$ cat src/rtl/tmr_pair_pkg.sv
package tmr_pair_pkg;

  typedef enum logic [1:0] {
    MODE_SPLIT = 2'b00,
    MODE_WIDE  = 2'b01,
    MODE_PULSE = 2'b10,
    MODE_PWM   = 2'b11
  } tmrMode_e;

  typedef struct packed {
    logic [1:0] pwmSize;
    logic       bufEn;
    logic       chain;
    logic       run1;
    logic       run0;
    tmrMode_e   mode;
    logic       outEn;
    logic       outSel;
  } tmrCfg_t;

  typedef struct packed {
    logic clr0;
    logic inc0;
    logic clr1;
    logic inc1;
    logic wrCmp0;
    logic wrCmp1;
    logic cmpDirect;
    logic loadCmp0;
    logic ffSet;
    logic ffClr;
    logic ffTgl;
  } tmrStrobe_t;

  localparam logic [1:0] ADDR_CFG  = 2'd0;
  localparam logic [1:0] ADDR_CMP0 = 2'd1;
  localparam logic [1:0] ADDR_CMP1 = 2'd2;
  localparam logic [1:0] ADDR_OUT  = 2'd3;

  localparam logic [1:0] CMD_SET = 2'b01;
  localparam logic [1:0] CMD_CLR = 2'b10;

endpackage

$ cat src/rtl/tmr_pair_cnt.sv
module tmr_pair_cnt #(
  parameter int CNT_W = 8
) (
  input  logic             clk,
  input  logic             rstN,
  input  logic             clr,
  input  logic             inc,
  output logic [CNT_W-1:0] cnt
);

  always_ff @(posedge clk or negedge rstN) begin
    if (!rstN)    cnt <= '0;
    else if (clr) cnt <= '0;
    else if (inc) cnt <= cnt + 1'b1;
  end

endmodule

$ cat src/rtl/tmr_pair_dp.sv
module tmr_pair_dp
  import tmr_pair_pkg::*;
#(
  parameter int CNT_W = 8
) (
  input  logic             clk,
  input  logic             rstN,
  input  tmrStrobe_t       st,
  input  logic [CNT_W-1:0] wrData,
  input  logic [1:0]       pwmSize,
  output logic [CNT_W-1:0] cnt0,
  output logic [CNT_W-1:0] cnt1,
  output logic             hitA,
  output logic             hitB,
  output logic             hitC,
  output logic             hitWide,
  output logic             lowMax,
  output logic             pwmTop,
  output logic             ffQ
);

  localparam int NCH = 2;

  logic [CNT_W-1:0] cntArr [NCH];
  logic [NCH-1:0]   clrV;
  logic [NCH-1:0]   incV;
  logic [CNT_W-1:0] cmp0Act, cmp0Buf, cmp1Q;
  logic [CNT_W-1:0] topVal;

  assign clrV = {st.clr1, st.clr0};
  assign incV = {st.inc1, st.inc0};

  for (genvar g = 0; g < NCH; g++) begin : gCh
    tmr_pair_cnt #(.CNT_W(CNT_W)) cnt_i (
      .clk (clk),
      .rstN(rstN),
      .clr (clrV[g]),
      .inc (incV[g]),
      .cnt (cntArr[g])
    );
  end

  assign cnt0 = cntArr[0];
  assign cnt1 = cntArr[1];

  // compare registers: cmp0 has a staging buffer
  always_ff @(posedge clk or negedge rstN) begin
    if (!rstN) begin
      cmp0Act <= '0;
      cmp0Buf <= '0;
      cmp1Q   <= '0;
    end else begin
      if (st.wrCmp0) cmp0Buf <= wrData;
      if (st.wrCmp0 && st.cmpDirect) cmp0Act <= wrData;
      else if (st.loadCmp0)          cmp0Act <= cmp0Buf;
      if (st.wrCmp1) cmp1Q <= wrData;
    end
  end

  always_comb begin
    case (pwmSize)
      2'b00:   topVal = {CNT_W{1'b1}} >> 2;
      2'b01:   topVal = {CNT_W{1'b1}} >> 1;
      default: topVal = {CNT_W{1'b1}};
    endcase
  end

  assign hitA    = (cnt0 == cmp0Act);
  assign hitB    = (cnt0 == cmp1Q);
  assign hitC    = (cnt1 == cmp1Q);
  assign hitWide = ({cnt1, cnt0} == {cmp1Q, cmp0Act});
  assign lowMax  = (cnt0 == {CNT_W{1'b1}});
  assign pwmTop  = (cnt0 == topVal);

  always_ff @(posedge clk or negedge rstN) begin
    if (!rstN)         ffQ <= 1'b0;
    else if (st.ffSet) ffQ <= 1'b1;
    else if (st.ffClr) ffQ <= 1'b0;
    else if (st.ffTgl) ffQ <= ~ffQ;
  end

endmodule

$ cat src/rtl/tmr_pair_ctl.sv
module tmr_pair_ctl
  import tmr_pair_pkg::*;
#(
  parameter int CNT_W = 8
) (
  input  logic             clk,
  input  logic             rstN,
  input  logic             tick0,
  input  logic             tick1,
  input  logic             wrEn,
  input  logic [1:0]       wrAddr,
  input  logic [CNT_W-1:0] wrData,
  input  logic             hitA,
  input  logic             hitB,
  input  logic             hitC,
  input  logic             hitWide,
  input  logic             lowMax,
  input  logic             pwmTop,
  output tmrCfg_t          cfg,
  output tmrStrobe_t       st,
  output logic             irq0,
  output logic             irq1
);

  logic step0, step1, match0, match1, wideHit, periodEnd, ovf;
  logic irq0N, irq1N, autoTgl, autoSet, autoClr;
  logic swSet, swClr, wrOut;

  assign wrOut = wrEn && (wrAddr == ADDR_OUT);
  assign swSet = wrOut && (wrData[3:2] == CMD_SET);
  assign swClr = wrOut && (wrData[3:2] == CMD_CLR);

  always_ff @(posedge clk or negedge rstN) begin
    if (!rstN) begin
      cfg <= '0;
    end else if (wrEn) begin
      if (wrAddr == ADDR_CFG) begin
        cfg.mode    <= tmrMode_e'(wrData[1:0]);
        cfg.run0    <= wrData[2];
        cfg.run1    <= wrData[3];
        cfg.chain   <= wrData[4];
        cfg.bufEn   <= wrData[5];
        cfg.pwmSize <= wrData[7:6];
      end
      if (wrAddr == ADDR_OUT) begin
        cfg.outEn  <= wrData[0];
        cfg.outSel <= wrData[1];
      end
    end
  end

  always_comb begin
    st        = '0;
    irq0N     = 1'b0;
    irq1N     = 1'b0;
    autoTgl   = 1'b0;
    autoSet   = 1'b0;
    autoClr   = 1'b0;
    step1     = 1'b0;
    match0    = 1'b0;
    match1    = 1'b0;
    wideHit   = 1'b0;
    periodEnd = 1'b0;
    ovf       = 1'b0;
    step0     = tick0 & cfg.run0;

    case (cfg.mode)
      MODE_SPLIT: begin
        match0  = step0 & hitA;
        step1   = cfg.run1 & (cfg.chain ? match0 : tick1);
        match1  = step1 & hitC;
        st.clr0 = ~cfg.run0 | match0;
        st.inc0 = step0 & ~hitA;
        st.clr1 = ~cfg.run1 | match1;
        st.inc1 = step1 & ~hitC;
        irq0N   = match0;
        irq1N   = match1;
        autoTgl = cfg.outSel ? match1 : match0;
      end
      MODE_WIDE: begin
        wideHit = step0 & hitWide;
        st.clr0 = ~cfg.run0 | wideHit;
        st.clr1 = ~cfg.run0 | wideHit;
        st.inc0 = step0 & ~hitWide;
        st.inc1 = step0 & ~hitWide & lowMax;
        irq1N   = wideHit;
        autoTgl = wideHit;
      end
      MODE_PULSE: begin
        periodEnd   = step0 & hitB;
        st.clr0     = ~cfg.run0 | periodEnd;
        st.inc0     = step0 & ~hitB;
        st.clr1     = 1'b1;
        st.loadCmp0 = periodEnd & cfg.bufEn;
        irq0N       = step0 & hitA;
        irq1N       = periodEnd;
        autoTgl     = periodEnd | (step0 & hitA);
      end
      MODE_PWM: begin
        ovf         = step0 & pwmTop;
        st.clr0     = ~cfg.run0 | ovf;
        st.inc0     = step0 & ~pwmTop;
        st.clr1     = 1'b1;
        st.loadCmp0 = ovf & cfg.bufEn;
        irq0N       = ovf;
        autoSet     = step0 & hitA & ~pwmTop;
        autoClr     = ovf;
      end
    endcase

    st.wrCmp0    = wrEn && (wrAddr == ADDR_CMP0);
    st.wrCmp1    = wrEn && (wrAddr == ADDR_CMP1);
    st.cmpDirect = ~cfg.bufEn | ~cfg.mode[1];

    // a software command overrides any automatic change in the same cycle
    st.ffSet = swSet | (~swClr & ~swSet & cfg.outEn & autoSet);
    st.ffClr = swClr | (~swSet & ~swClr & cfg.outEn & autoClr);
    st.ffTgl = ~swSet & ~swClr & cfg.outEn & autoTgl;
  end

  always_ff @(posedge clk or negedge rstN) begin
    if (!rstN) begin
      irq0 <= 1'b0;
      irq1 <= 1'b0;
    end else begin
      irq0 <= irq0N;
      irq1 <= irq1N;
    end
  end

endmodule

$ cat src/rtl/tmr_pair.sv
module tmr_pair
  import tmr_pair_pkg::*;
#(
  parameter int CNT_W = 8
) (
  input  logic             clk,
  input  logic             rstN,
  input  logic             tick0,
  input  logic             tick1,
  input  logic             wrEn,
  input  logic [1:0]       wrAddr,
  input  logic [CNT_W-1:0] wrData,
  output logic             irq0,
  output logic             irq1,
  output logic             timerOut
);

  tmrCfg_t          cfg;
  tmrStrobe_t       st;
  logic [CNT_W-1:0] cnt0, cnt1;
  logic hitA, hitB, hitC, hitWide, lowMax, pwmTop;

  tmr_pair_ctl #(.CNT_W(CNT_W)) ctl_i (
    .clk    (clk),
    .rstN   (rstN),
    .tick0  (tick0),
    .tick1  (tick1),
    .wrEn   (wrEn),
    .wrAddr (wrAddr),
    .wrData (wrData),
    .hitA   (hitA),
    .hitB   (hitB),
    .hitC   (hitC),
    .hitWide(hitWide),
    .lowMax (lowMax),
    .pwmTop (pwmTop),
    .cfg    (cfg),
    .st     (st),
    .irq0   (irq0),
    .irq1   (irq1)
  );

  tmr_pair_dp #(.CNT_W(CNT_W)) dp_i (
    .clk    (clk),
    .rstN   (rstN),
    .st     (st),
    .wrData (wrData),
    .pwmSize(cfg.pwmSize),
    .cnt0   (cnt0),
    .cnt1   (cnt1),
    .hitA   (hitA),
    .hitB   (hitB),
    .hitC   (hitC),
    .hitWide(hitWide),
    .lowMax (lowMax),
    .pwmTop (pwmTop),
    .ffQ    (timerOut)
  );

endmodule

$ cat config.mk
export PLATFORM = sky130hd
export DESIGN_NAME = tmr_pair
export DESIGN_NICKNAME = d
export VERILOG_FILES = /design/src/rtl/tmr_pair_pkg.sv /design/src/rtl/tmr_pair_cnt.sv /design/src/rtl/tmr_pair_dp.sv /design/src/rtl/tmr_pair_ctl.sv /design/src/rtl/tmr_pair.sv
export SDC_FILE = /design/constraint.sdc
export NUM_CORES = 1
export LEC_CHECK = 0
export BUFFER_PORTS_ARGS = -buffer_cell sky130_fd_sc_hd__buf_2
export CAP_MARGIN = 30
export CORE_ASPECT_RATIO = 1.75
export CORE_MARGIN = 4
export CORE_UTILIZATION = 55
export DETAILED_ROUTE_END_ITERATION = 7
export GPL_ROUTABILITY_DRIVEN = 0
export PLACE_DENSITY = 0.73
export SYNTH_ARGS = -nofsm -noshare
export SYNTH_HDL_FRONTEND = slang
export SYNTH_SLANG_ARGS = --single-unit
export TNS_END_PERCENT = 100
$ cat constraint.sdc
create_clock -name clk -period 3.8 [get_ports clk]
set_input_delay 0.57 -clock clk [delete_from_list [all_inputs] [get_ports clk]]
set_output_delay 0.57 -clock clk [all_outputs]
set_load 0.05 [all_outputs]
==> results of run 1 <==
## metrics by stage
stage	cells	util (%)	power (mW)	worst slack (ps)
2_1_floorplan	269	-	0.944	1640
3_3_place_gp	335	58.6	1.03	1220
3_5_place_dp	335	58.6	1.04	1200
4_1_cts	343	60.8	1.44	1200
5_1_grt	343	60.8	1.51	1040
6_report	343	60.8	1.42	1210
## registers in the layout (all words and copies together) (netlist names)
| register | flops |
|---|---|
| dp_i.gCh.cnt_i.cnt | 16 |
| ctl_i.irq1 | 1 |
| dp_i.cmp0Act | 8 |
| ctl_i.irq0 | 1 |
| dp_i.cmp0Buf | 8 |
| ctl_i.cfg | 10 |
| dp_i.ffQ | 1 |
| dp_i.cmp1Q | 8 |
## final cells by class
cell class                      count  area (sq um)
Fill cell                         452          2040
Tap cell                           55          68.8
Sequential cell                    53          1330
Multi-Input combinational cell    203          1530
Clock buffer                        7          86.3
Clock inverter                      1          30.0
Timing Repair Buffer               20           108
Inverter                            4          15.0
## kinds of logic (layout without fill, tap and decap cells)
family,Yosys count,count (layout),synth area share (%)
AND/OR/NAND/NOR,93,93,17.0
flip-flops,53,53,45.0
AO/OA/AOI/OAI,37,37,10.1
XOR/XNOR,37,37,11.5
multiplexers,34,34,12.7
buffers and inverters,13,32,2.85
adder cells (fa/ha/maj),2,2,0.850
## path summary, 6_finish.rpt
kind                                                      start                                    to  slack (ps)  cells past startpoint
max                        dp_i.gCh[0].cnt_i.cnt[1]$_DFFE_PN0P_                  dp_i.ffQ$_DFFE_PN0P_        1210                      7
max reg2reg                dp_i.gCh[0].cnt_i.cnt[1]$_DFFE_PN0P_                  dp_i.ffQ$_DFFE_PN0P_        1210                      7
min reg2reg                         dp_i.cmp0Buf[6]$_DFFE_PN0P_           dp_i.cmp0Act[6]$_DFFE_PN0P_         510                      1
min                                                        rstN  dp_i.gCh[0].cnt_i.cnt[7]$_DFFE_PN0P_         340                      1
max in group asynchronous                                  rstN             dp_i.cmp1Q[0]$_DFFE_PN0P_        2710                      2
min in group clk                    dp_i.cmp0Buf[6]$_DFFE_PN0P_           dp_i.cmp0Act[6]$_DFFE_PN0P_         510                      1
## where the power goes
part	total, mW	switching [mW]	internal (mW)	leakage (nW)
clock	0.392	0.178	0.215	0.0585
sequential	0.728	0.0866	0.641	0.667
combinational	0.303	0.156	0.147	0.555
## layer usage
layer,GRT usage (%),part of all wire [%]
met5,0,0
met4,10.2,3.5
met3,3.76,4.0
met2,36.1,53
met1,24.8,40
## worst register-to-register path, stage by stage (launching register included)
cell	delay [ps]
dfrtp_1	450
xnor2_1	240
nand4_1	210
nor4_1	580
a221oi_1	220
and4_1	220
a2111oi_0	470
nor2_1	90
## cells in the final DEF (no fill, tap or decap), types with 3 or more instances in the layout
cell type | netlist | final
buf_4 | 1 | 3
xor2_1 | 11 | 11
clkbuf_8 | 0 | 6
buf_2 | 1 | 17
o21ai_0 | 12 | 12
nand4_1 | 10 | 10
and3_1 | 5 | 5
nand3_1 | 8 | 8
and4_1 | 3 | 3
a21oi_1 | 4 | 4
dfrtp_1 | 53 | 53
nand2_1 | 22 | 22
nor3b_1 | 3 | 3
mux2i_1 | 8 | 8
mux2_2 | 26 | 26
nor3_1 | 4 | 4
xnor2_1 | 24 | 24
nor2_1 | 22 | 22
nor4_1 | 4 | 4
inv_1 | 4 | 4
==> impl_metrics.py, run 1 <==
metrics = {
    "die": {
        "core-area_sq_um": 5210,
        "die-area_sq_um": 6630,
        "die_y_um": 105,
        "die_width_um": 63.3,
        "initial_core_util_pct": 56.5,
        "ios": 18,
        "rows": 35,
    },
    "global_routing": {
        "grt_pass1_vias": 2130,
        "antenna_found_initial": 0,
        "grt_util_all_layers_pct": 21.0,
        "grt_pass1_wl_um": 10800,
        "grt_max_degree": 36,
        "grt_overflow": 0,
    },
    "worst_setup_path": {
        "cp-end-kind": "flip-flop",
        "crit_slowest_cell": "nor4_1",
        "max_stage_delay_ps": 580,
        "cp.buffers_inverters": 0,
        "crit_family": "simple AND/OR/NAND/NOR gates",
        "crit_type": "flip-flop to flip-flop",
        "start_kind": "flip-flop",
        "crit_arrival_ps": 2780,
        "path_cells": "xnor2_1 > nand4_1 > nor4_1 > a221oi_1 > and4_1 > a2111oi_0 > nor2_1",
        "cp_data_required_time_ps": 3990,
        "cp_max_fo": 5,
    },
    "clock_tree": {
        "cts-resized-gates": 0,
        "cts_sinks": 53,
        "clock_latency_ps": 310,
        "cts_tree": "yes",
        "cts_setup_buffers": 0,
        "cts_hold_buf": 0,
        "cts_buffers": 5,
        "clockBufferDepth": 2,
        "h-tree-depth": 2,
        "cts-root-buf": "clkbuf_8",
        "path_clk_slew_ps": 100,
    },
    "synth": {
        "synth_commonest_cells": "dfrtp_1, mux2_2, xnor2_1, nand2_1, nor2_1",
        "syn_area_sq_um": 2940,
        "async_flop_share_pct": 100,
        "syn_nets": 286,
        "post-synth-top-count-cell": "dfrtp_1",
        "yosys-top-cells-area": "dfrtp_1, mux2_2, xnor2_1",
        "synth.distinct_cells": 50,
        "yosysTopAreaCell": "dfrtp_1",
        "synth_top_area_share_pct": 45.0,
        "yosys_warnings": 0,
        "synth_ff_type": "dfrtp_1",
        "ys_seq_area_share_pct": 45.0,
        "ys_ff_latch": 53,
        "avgSynthCellArea_sq_um": 10.9,
        "synth-edff-count": 0,
        "netlist_instances": 269,
    },
    "sta": {
        "max_slew.worst_pin.slew_ps": 781,
        "period_minus_slack_ps": 2590,
        "rsz0062_at_grt": "false",
        "worst_clock_skew_ps": 9.23,
        "fin_tns_setup_ps": 0,
        "relSlewSlack_pct": 47.9,
        "post-route-period-util_pct": 68.2,
        "drv_slew": 0,
        "holdWs_ps": 338,
        "hold_violations": 0,
        "timing.fmax_mhz": 386,
        "setup_viol": 0,
    },
    "routing": {
        "antenna_left": 0,
        "viasPerCell": 6.22,
        "drc": 0,
        "wl_per_cell_um": 18.4,
        "drtPass1Iterations": 4,
        "vias": 2134,
        "drt_iter0_markers": 113,
        "routed_wirelength_um": 6310,
    },
    "flow_run": {
        "maxCapViolCount": 0,
    },
    "pwr": {
        "power.density_nw_per_um2": 449,
        "p_leak_nw": 1.28,
        "vdd_drop_max_v": 0.000264,
    },
    "cells_and_area": {
        "stdcell_area_sq_um": 3170,
        "drive_gt1_share_pct": 22.6,
        "area_growth_pct": 7.61,
        "antennaDiodeCount": 0,
        "fin_nets": 304,
    },
    "place": {
        "dpl.hpwl_um": 4890,
        "port_buffers": 17,
        "post_dp_cell_area_sq_um": 3050,
    },
    "run_status": {
        "status": "completed",
    },
    "worst_hold_path": {
        "min_path_type": "input pin to asynchronous set/reset pin",
    },
}
(Power assumes the default switching activity.)
==> inputs of run 2 (changes only) <==
--- a/config.mk
+++ b/config.mk
@@ -12,7 +12,7 @@
 export CORE_UTILIZATION = 55
 export DETAILED_ROUTE_END_ITERATION = 7
 export GPL_ROUTABILITY_DRIVEN = 0
-export PLACE_DENSITY = 0.73
+export PLACE_DENSITY = 0.76
 export SYNTH_ARGS = -nofsm -noshare
 export SYNTH_HDL_FRONTEND = slang
 export SYNTH_SLANG_ARGS = --single-unit
==> constraint.sdc (replaced) <==
create_clock -name clk -period 2.1 [get_ports clk]
set_input_delay 0.315 -clock clk [delete_from_list [all_inputs] [get_ports clk]]
set_output_delay 0.315 -clock clk [all_outputs]
set_load 0.05 [all_outputs]
==> run 2 against run 1 <==
Net effect: the run now ends with setup timing left; largest cell class unchanged; die area is the same; critical endpoint is now dp_i.gCh[0].cnt_i.cnt[0]$_DFFE_PN0P_; clock power grew 83%; routed wire length grew 26%.
==> impl_metrics.py, run 2 (synthesis gave the netlist of run 1 again) <==
metrics = {
    "sta": {
        "setup_ws_ps": -70.6,
        "max_slew.worst_pin.slew_ps": 532,
        "timing.fmax_mhz": 461,
        "drv_slew": 0,
        "setup_viol": 15,
        "post-route-period-util_pct": 103,
        "worst_clock_skew_ps": 3.47,
        "period_minus_slack_ps": 2170,
        "hold_violations": 0,
        "rsz0062_at_grt": "true",
        "relSlewSlack_pct": 64.5,
    },
    "run_status": {
        "status": "complete, but fails checks",
        "violations": "setup timing",
    },
    "worst_setup_path": {
        "crit_arrival_ps": 2400,
        "crit_type": "flip-flop to flip-flop",
        "cp_data_required_time_ps": 2330,
        "cp_max_fo": 7,
        "start_kind": "flip-flop",
        "cp-end-kind": "flip-flop",
    },
    "cells_and_area": {
        "top_regs": "dp_i.gCh.cnt_i.cnt: 16 flops, ctl_i.cfg: 10 flops",
        "antennaDiodeCount": 0,
        "area_growth_pct": 30.1,
        "final_common_cell": "buf_4",
        "largest-register": "dp_i.gCh.cnt_i.cnt",
        "instances_no_fill": 395,
        "largest_register_ffs": 16,
        "regArea_sq_um": 1340,
        "layout_common_cells": "buf_4, dfrtp_1, mux2_2",
        "fin_nets": 356,
        "n_fill_cell": 329,
        "drive_gt1_share_pct": 45.0,
        "multi_input_area_sq_um": 1780,
    },
    "clock_tree": {
        "cts_buffers": 5,
        "cts_tree": "yes",
        "cts-root-buf": "clkbuf_8",
        "clockBufferDepth": 2,
        "h-tree-depth": 2,
        "cts_sinks": 53,
        "clock_latency_ps": 300,
        "path_clk_slew_ps": 90,
    },
    "routing": {
        "drt_iter0_markers": 164,
        "vias": 2497,
        "drc": 0,
        "wl_per_cell_um": 20.2,
        "viasPerCell": 6.32,
        "drtPass1Iterations": 4,
        "antenna_left": 0,
        "routed_wirelength_um": 7980,
    },
    "worst_hold_path": {
        "min_path_type": "input pin to flip-flop",
    },
    "die": {
        "die_y_um": 105,
        "core-area_sq_um": 5210,
        "die-area_sq_um": 6630,
        "die_width_um": 63.3,
        "initial_core_util_pct": 56.5,
        "ios": 18,
        "rows": 35,
    },
    "pwr": {
        "power.density_nw_per_um2": 766,
        "vdd_drop_max_v": 0.000569,
        "p_leak_nw": 1.59,
    },
    "global_routing": {
        "antenna_found_initial": 0,
        "grt_pass1_vias": 2502,
        "grt_pass1_wl_um": 12300,
        "grt_util_all_layers_pct": 24.0,
        "grt_overflow": 0,
        "grt_max_degree": 25,
    },
    "place": {
        "dpl.hpwl_um": 5400,
        "dp.cells": 373,
        "port_buffers": 17,
        "place_ws_ps": -191,
    },
    "flow_run": {
        "maxCapViolCount": 0,
    },
}
run 2: routing by layer:
layer,vias up,wire length [um],part of all wire [%],GRT usage [%]
li1,1118,-,-,-
met1,1252,2980,37,27.7
met2,96,4240,53,41.9
met3,31,369,4.6,4.09
met4,0,385,4.8,12.2
met5,-,0,0,0
run 2: critical path, stage by stage, from the launching register on:
cell and delay (ps):
dfrtp_2 480, or4_4 540, a311o_1 350, o32ai_4 170, a221oi_4 140, buf_4 170
xnor2_2 120, nor2_1 120
run 2: final cells by class:
cell class,count,share of cell area (%)
Clock buffer,7,2.25
Clock inverter,1,0.784
Inverter,4,0.392
Multi-Input combinational cell,203,46.4
Sequential cell,53,34.9
Tap cell,55,1.80
Timing Repair Buffer,72,13.5
run 2: repair_timing:
item / CTS / global route
hold buffers: 1 / 0
setup endpoints to repair: 22 / 25
gates resized for setup: 22 / 26
buffers inserted: 5 / 9
hold endpoints to repair: 22 / 0
pin swaps: 13 / 21
run 2: final timing paths:
check / from / endpoint / slack, ps / cells after the start
min reg2reg: dp_i.cmp0Buf[4]$_DFFE_PN0P_ / dp_i.cmp0Buf[4]$_DFFE_PN0P_ / 520 / 1
max: dp_i.gCh[0].cnt_i.cnt[7]$_DFFE_PN0P_ / dp_i.gCh[0].cnt_i.cnt[0]$_DFFE_PN0P_ / -70 / 7
min in group asynchronous: rstN / dp_i.cmp0Act[2]$_DFFE_PN0P_ / 510 / 2
max in group asynchronous: rstN / dp_i.gCh[0].cnt_i.cnt[7]$_DFFE_PN0P_ / 940 / 3
max reg2reg: dp_i.gCh[0].cnt_i.cnt[7]$_DFFE_PN0P_ / dp_i.gCh[0].cnt_i.cnt[0]$_DFFE_PN0P_ / -70 / 7
min: wrData[5] / dp_i.cmp0Act[5]$_DFFE_PN0P_ / 270 / 3
run 2: power by group:
part           internal, mW  switching, mW  leakage, nW
registers              1.16          0.153        0.653
logic                 0.461          0.440        0.874
clock network         0.389          0.329       0.0585
total                  2.01          0.923         1.59
run 2: stage by stage:
stage	total power [mW]	TNS, ps	cell area (sq um)	hold WS [ps]	utilization, %
3_5_place_dp	2.02	-1090	3360	321	64.5
5_1_grt	3.07	-3410	3830	297	73.5
6_report	2.93	-464	3830	269	73.5
3_3_place_gp	1.99	-585	3360	307	64.5
2_1_floorplan	1.71	0	2960	19.4	-
4_1_cts	2.80	-121	3630	264	69.7
